$ cat src/rtl/toggle_bank_pkg.sv
package toggle_bank_pkg;

  // Seven-segment pattern, bit 0 = segment a ... bit 6 = segment g
  function automatic logic [6:0] digit_to_seg(input logic [3:0] d);
    logic [6:0] s;
    case (d)
      4'd0: s = 7'h3F;
      4'd1: s = 7'h06;
      4'd2: s = 7'h5B;
      4'd3: s = 7'h4F;
      4'd4: s = 7'h66;
      4'd5: s = 7'h6D;
      4'd6: s = 7'h7D;
      4'd7: s = 7'h07;
      4'd8: s = 7'h7F;
      4'd9: s = 7'h6F;
      default: s = 7'h00;
    endcase
    return s;
  endfunction

  // Wrapping advance of a pointer over n positions
  function automatic logic [3:0] next_index(input logic [3:0] cur, input int n);
    return (int'(cur) == n - 1) ? 4'd0 : cur + 4'd1;
  endfunction

endpackage

$ cat src/rtl/btn_conditioner.sv
module btn_conditioner #(
  parameter int DEB_CYCLES = 65536
) (
  input  logic clk,
  input  logic rst_n,
  input  logic raw,
  output logic press
);
  localparam int CW = $clog2(DEB_CYCLES) + 1;
  localparam logic [CW-1:0] LAST = CW'(DEB_CYCLES - 1);

  logic [1:0]    sync_q;
  logic          stable_q;
  logic [CW-1:0] cnt_q;
  logic          level_s;
  logic          accept_s;

  assign level_s  = sync_q[1];
  assign accept_s = (level_s != stable_q) && (cnt_q == LAST);

  always_ff @(posedge clk or negedge rst_n) begin
    if (!rst_n) begin
      sync_q   <= 2'b00;
      stable_q <= 1'b0;
      cnt_q    <= '0;
      press    <= 1'b0;
    end else begin
      sync_q <= {sync_q[0], raw};
      press  <= accept_s && level_s;
      if (level_s == stable_q) begin
        cnt_q <= '0;
      end else if (accept_s) begin
        stable_q <= level_s;
        cnt_q    <= '0;
      end else begin
        cnt_q <= cnt_q + 1'b1;
      end
    end
  end

  // a press lasts one cycle and only follows a full stable window
  assert_press_single_R7: assert property (@(posedge clk) disable iff (!rst_n)
    press |=> !press);
  assert_press_after_window_R7: assert property (@(posedge clk) disable iff (!rst_n)
    press |-> ($past(cnt_q) == LAST && stable_q));

endmodule

$ cat src/rtl/chan_pointer.sv
module chan_pointer
  import toggle_bank_pkg::*;
#(
  parameter int NUM_CH = 10
) (
  input  logic              clk,
  input  logic              rst_n,
  input  logic              step,
  output logic [3:0]        idx,
  output logic [NUM_CH-1:0] sel
);
  always_ff @(posedge clk or negedge rst_n) begin
    if (!rst_n) begin
      idx <= 4'd0;
      sel <= NUM_CH'(1);
    end else if (step) begin
      idx <= next_index(idx, NUM_CH);
      sel <= {sel[NUM_CH-2:0], sel[NUM_CH-1]};
    end
  end

  // one-hot, matching the digit
  assert_sel_onehot_R4: assert property (@(posedge clk) disable iff (!rst_n)
    $countones(sel) == 1);
  assert_sel_matches_digit_R4: assert property (@(posedge clk) disable iff (!rst_n)
    sel[idx] == 1'b1);
  // advance by one, wrap at the last channel
  assert_step_advance_R2: assert property (@(posedge clk) disable iff (!rst_n)
    (step && int'(idx) != NUM_CH - 1) |=> idx == $past(idx) + 4'd1);
  assert_step_wrap_R3: assert property (@(posedge clk) disable iff (!rst_n)
    (step && int'(idx) == NUM_CH - 1) |=> idx == 4'd0);
  assert_hold_without_step_R2: assert property (@(posedge clk) disable iff (!rst_n)
    !step |=> $stable(idx));

endmodule

$ cat src/rtl/toggle_bank.sv
module toggle_bank
  import toggle_bank_pkg::*;
#(
  parameter int NUM_CH     = 10,
  parameter int DEB_CYCLES = 65536
) (
  input  logic              clk,
  input  logic              rst_n,
  input  logic              step_btn,
  input  logic              toggle_btn,
  output logic [NUM_CH-1:0] chan_on,
  output logic [NUM_CH-1:0] chan_sel,
  output logic [6:0]        seg
);
  logic       step_pulse;
  logic       toggle_pulse;
  logic [3:0] cur_idx;

  btn_conditioner #(.DEB_CYCLES(DEB_CYCLES)) u_step_cond (
    .clk(clk), .rst_n(rst_n), .raw(step_btn), .press(step_pulse)
  );

  btn_conditioner #(.DEB_CYCLES(DEB_CYCLES)) u_toggle_cond (
    .clk(clk), .rst_n(rst_n), .raw(toggle_btn), .press(toggle_pulse)
  );

  chan_pointer #(.NUM_CH(NUM_CH)) u_ptr (
    .clk(clk), .rst_n(rst_n), .step(step_pulse), .idx(cur_idx), .sel(chan_sel)
  );

  // One toggle latch per channel, enabled by its select line
  for (genvar i = 0; i < NUM_CH; i++) begin : g_latch
    always_ff @(posedge clk or negedge rst_n) begin
      if (!rst_n) chan_on[i] <= 1'b0;
      else if (toggle_pulse && chan_sel[i]) chan_on[i] <= ~chan_on[i];
    end
  end

  assign seg = digit_to_seg(cur_idx);

  // the channel selected in the pulse cycle flips
  assert_toggle_selected_R5: assert property (@(posedge clk) disable iff (!rst_n)
    toggle_pulse |=> chan_on == ($past(chan_on) ^ $past(chan_sel)));
  // without a toggle no channel moves
  assert_no_toggle_stable_R6: assert property (@(posedge clk) disable iff (!rst_n)
    !toggle_pulse |=> $stable(chan_on));
  // display never dark
  assert_seg_lit_R9: assert property (@(posedge clk) disable iff (!rst_n)
    seg != 7'h00);

endmodule

$ cat config.mk
export PLATFORM = sky130hd
export DESIGN_NAME = toggle_bank
export DESIGN_NICKNAME = d
export VERILOG_FILES = /design/src/rtl/toggle_bank_pkg.sv /design/src/rtl/btn_conditioner.sv /design/src/rtl/chan_pointer.sv /design/src/rtl/toggle_bank.sv
export SDC_FILE = /design/constraint.sdc
export NUM_CORES = 1
export LEC_CHECK = 0
export BUFFER_PORTS_ARGS = -buffer_cell sky130_fd_sc_hd__buf_4
export CAP_MARGIN = 20
export CORE_UTILIZATION = 40
export CTS_CLUSTER_SIZE = 14
export DETAILED_ROUTE_END_ITERATION = 10
export GPL_TIMING_DRIVEN = 1
export SLEW_MARGIN = 20
export SYNTH_ARGS = -nofsm -noshare
export SYNTH_HDL_FRONTEND = slang
export SYNTH_SLANG_ARGS = --single-unit
$ cat constraint.sdc
create_clock -name clk -period 1.8 [get_ports clk]
set_input_delay 0.36 -clock clk [delete_from_list [all_inputs] [get_ports clk]]
set_output_delay 0.36 -clock clk [all_outputs]
set_load 0.02 [all_outputs]
==> metrics.txt <==
number of violations of the max-capacitance limit=0; CP startpoint kind=flop; Top Ports=31; HPWL after detailed placement=3.65 mm; fraction of layout cells with a size suffix above 1=33.5%; placed cell count=421; fraction of the mapped netlist area in compound gates=5.80%; aggregate negative setup slack=-0.0898 ns; Chip Height=89.2 um; routed wirelength normalized by instance count=12.8 um; share of synthesized cell area in full adder, half adder and majority cells=4.11%; initial antenna violation count=0; primary flip-flop cell chosen by synthesis mapping=dfrtp_1; drt initial violations=99; switching component of the power=635 uW; leakage power figure=1.71 nW; violated checks=setup timing; final hold viol count=0; share of Yosys cell area claimed by the top area cell type=53.5%; clock tree sinks=66; hold wc startpoint=toggle_btn; part of the total power dissipated in sequential elements=55.2%; slowest cell delay on critical path=0.40 ns; power density normalized to cell area=699 nW/um2; uppermost layer routed=met4; overall routing resource usage=16.0%; Synth async-reset ratio=100%; number of max-slew violations in the final report=0; synthesized area=3040 um2; Worst-Margin Slew=0.401 ns; drt first pass iters=4; post-synthesis sequential element count=66; count of synthesis-stage warnings from yosys=0; maximum vdd ir drop=0.000324 V; routability cong.=0.729; total via count in the routed design=2166; Post-Synth XOR/XNOR Area=10.9%; Critical path origin=u_ptr.idx[1]$_DFFE_PN0P_; path depth of the worst reg2reg path=5; worst setup slack after layout=-0.0255 ns; critical path capture point type=output port; clock transition time at the flip-flop clock pins of the worst setup and hold paths=0.07 ns; met3 wire length=179 um; Vias/cell=4.87; Worst path slowest cell=dfrtp_1; largest fanout of any net on the critical path=6; Mapped Avg Cell Area=10.9 um2; DRC violation count after routing=0; Die Width=89.2 um; post-synth top area cell=dfrtp_1; Simple-Gate Fraction of Synth Area=18.1%; required time worst endpoint=1.44 ns; count of port buffers added during placement=30; row count=31; worst setup skew after layout=0.00741 ns; non-filler cells, final=445; post-placement setup slack=0.0226 ns; # nets final=356; core footprint=7290 um2; power consumption=2.74 mW; GRT Residual Overflow=0; classification of the worst-slack hold path=in -> reg; most common cell after layout, fill and taps aside=dfrtp_1; Max Clock Freq=548 MHz; normalized max-slew margin=73.3%; worst setup path class=reg -> out; met2 layer wire length in the routed design=2.62 mm; Unique masters post-synth=37; total inserted antenna cells=0; commonest cells after routing, fill and taps aside=dfrtp_1 (63), buf_4 (52), nor2_1 (35), xnor2_1 (31), nand2_1 (22); run status=finished, violations left; clock root buffer=clkbuf_8; Post-synth EDFFs=0; Switching Share=23.2%; Worst Hold Path Cells=1; clock insertion delay at the later pin of the skew report=0.34 ns; Final min period=1.83 ns; number of buffers on the longest clock path=2; internal power summed over all cells=2.10 mW; combinational power share=3.6%; maximum number of pins on one net before global-route repair=31; main combinational cell family by area after synthesis=simple AND/OR/NAND/NOR gates; first-pass GRT wire length=9.54 mm; top area cells in the synthesized netlist=dfrtp_1 (53%), xnor2_1 (8.9%), nor2_1 (4.6%); total die area=7960 um2; reg-to-reg critical path startpoint=u_toggle_cond.cnt_q[1]$_DFF_PN0_; portion of total power attributed to the clock network=41.2%; clock buffer count from CTS=9; arrival time of the worst setup path=1.47 ns; Routed Antenna Nets=0; Setup Viol. Count Final=5; Synthesized Nets=294; RSZ-0062 raised after global routing=yes; starting density of the core=41.7%; sequential share of the synthesized area=54.3%; Mapped Cells=280; core occupancy in the finished layout=53.7%; CTS tree=built; share of the cycle needed by the critical path after routing=101%; Area growth, synth to finish=28.7%; number of H-tree branching levels=3; post-detailed-routing wire length=5.70 mm; Cell Chain, Critical Path=inv_2 -> ha_2 -> a21oi_2 -> o21ai_1 -> buf_4; metal1 wirelength=2.81 mm; proportion of synthesized area in mux cells=4.56%; via count of the first global-routing pass=2094
routing by layer:
metal  up-vias  GRT usage [%]
li1       1073              -
met3         6           3.88
met1      1049           20.0
met4         0           9.09
met2        38           25.3
met5         -              0
power by group through the flow:
stage	registers, mW	logic, mW	clock network (mW)
finish	1.51	0.0986	1.13
global route	1.51	0.115	1.23
CTS	1.51	0.0995	1.17
detailed placement	1.54	0.0975	0
global placement	1.54	0.0974	0
floorplan	1.54	0.0316	0
worst max-delay path: cells and delay by family, from the launching register on:
kind            cells  cell delay (ns)
compound gates      2             0.18
fa+ha+maj           1             0.23
buf+inv             2             0.30
flops               1             0.40
logic make-up (layout without fill, tap and decap cells):
logic type | count (synthesis) | count (layout)
buffers and inverters | 17 | 83
XOR/XNOR | 38 | 38
adder cells (fa/ha/maj) | 10 | 10
AND/OR/NAND/NOR | 109 | 109
AO/OA/AOI/OAI | 28 | 28
flip-flops | 66 | 66
multiplexers | 12 | 12
through the flow:
step                      area, um2  hold WS, ns
final                          3920        0.128
after floorplan                3070       0.0644
after CTS                      3850        0.112
after global placement         3540        0.320
after global routing           3920        0.110
after detailed placement       3540        0.319
final timing paths:
check                                                     end  slack [ns]
setup reg to reg           u_toggle_cond.stable_q$_DFFE_PN0P_        0.01
hold / removal              u_toggle_cond.sync_q[0]$_DFF_PN0_        0.13
setup / recovery                                       seg[5]       -0.03
max in group asynchronous            u_ptr.idx[3]$_DFFE_PN0P_        0.76
hold reg to reg             u_toggle_cond.sync_q[1]$_DFF_PN0_        0.35
min in group asynchronous    u_toggle_cond.cnt_q[7]$_DFF_PN0_        0.49
flip-flops by register name, summed over array words and instances, names as in the netlist, 2 cells and up:
name,cells
chan_on,10
u_ptr.idx,4
u_ptr.sel,10
u_step_cond.cnt_q,17
u_step_cond.sync_q,2
u_toggle_cond.cnt_q,17
u_toggle_cond.sync_q,2
final cells by class:
type	instances	area, um2
timing repair buffer	58	465
inverter	10	38.8
clock buffer	11	151
clock inverter	4	27.5
sequential	66	1660
tap	99	124
multi-input combinational	197	1450
fill	666	3380
cells in the mapped netlist, types with 2 or more instances:
| cell | instances |
|---|---|
| xnor2_1 | 31 |
| nor3b_1 | 3 |
| nor2_1 | 37 |
| nor3_1 | 8 |
| or3_1 | 4 |
| mux2_2 | 11 |
| ha_1 | 10 |
| a21oi_1 | 11 |
| nor4_1 | 4 |
| dfrtp_1 | 65 |
| xor2_1 | 7 |
| o21ai_0 | 10 |
| clkbuf_1 | 4 |
| buf_2 | 2 |
| nand4_1 | 9 |
| nand2_1 | 22 |
| or3_4 | 2 |
| nand3_1 | 12 |
| inv_1 | 9 |
| and4_1 | 2 |
what timing repair did:
item | in CTS | in global routing
cloned | 0 | 0
hold buffers | 1 | 0
endpoints found under the hold margin | 27 | 0
buffers inserted | 6 | 2
pin swaps | 6 | 6
resized for setup | 22 | 12
endpoints found under the setup margin | 6 | 11
No activity file was read; power rests on OpenSTA's default activity.
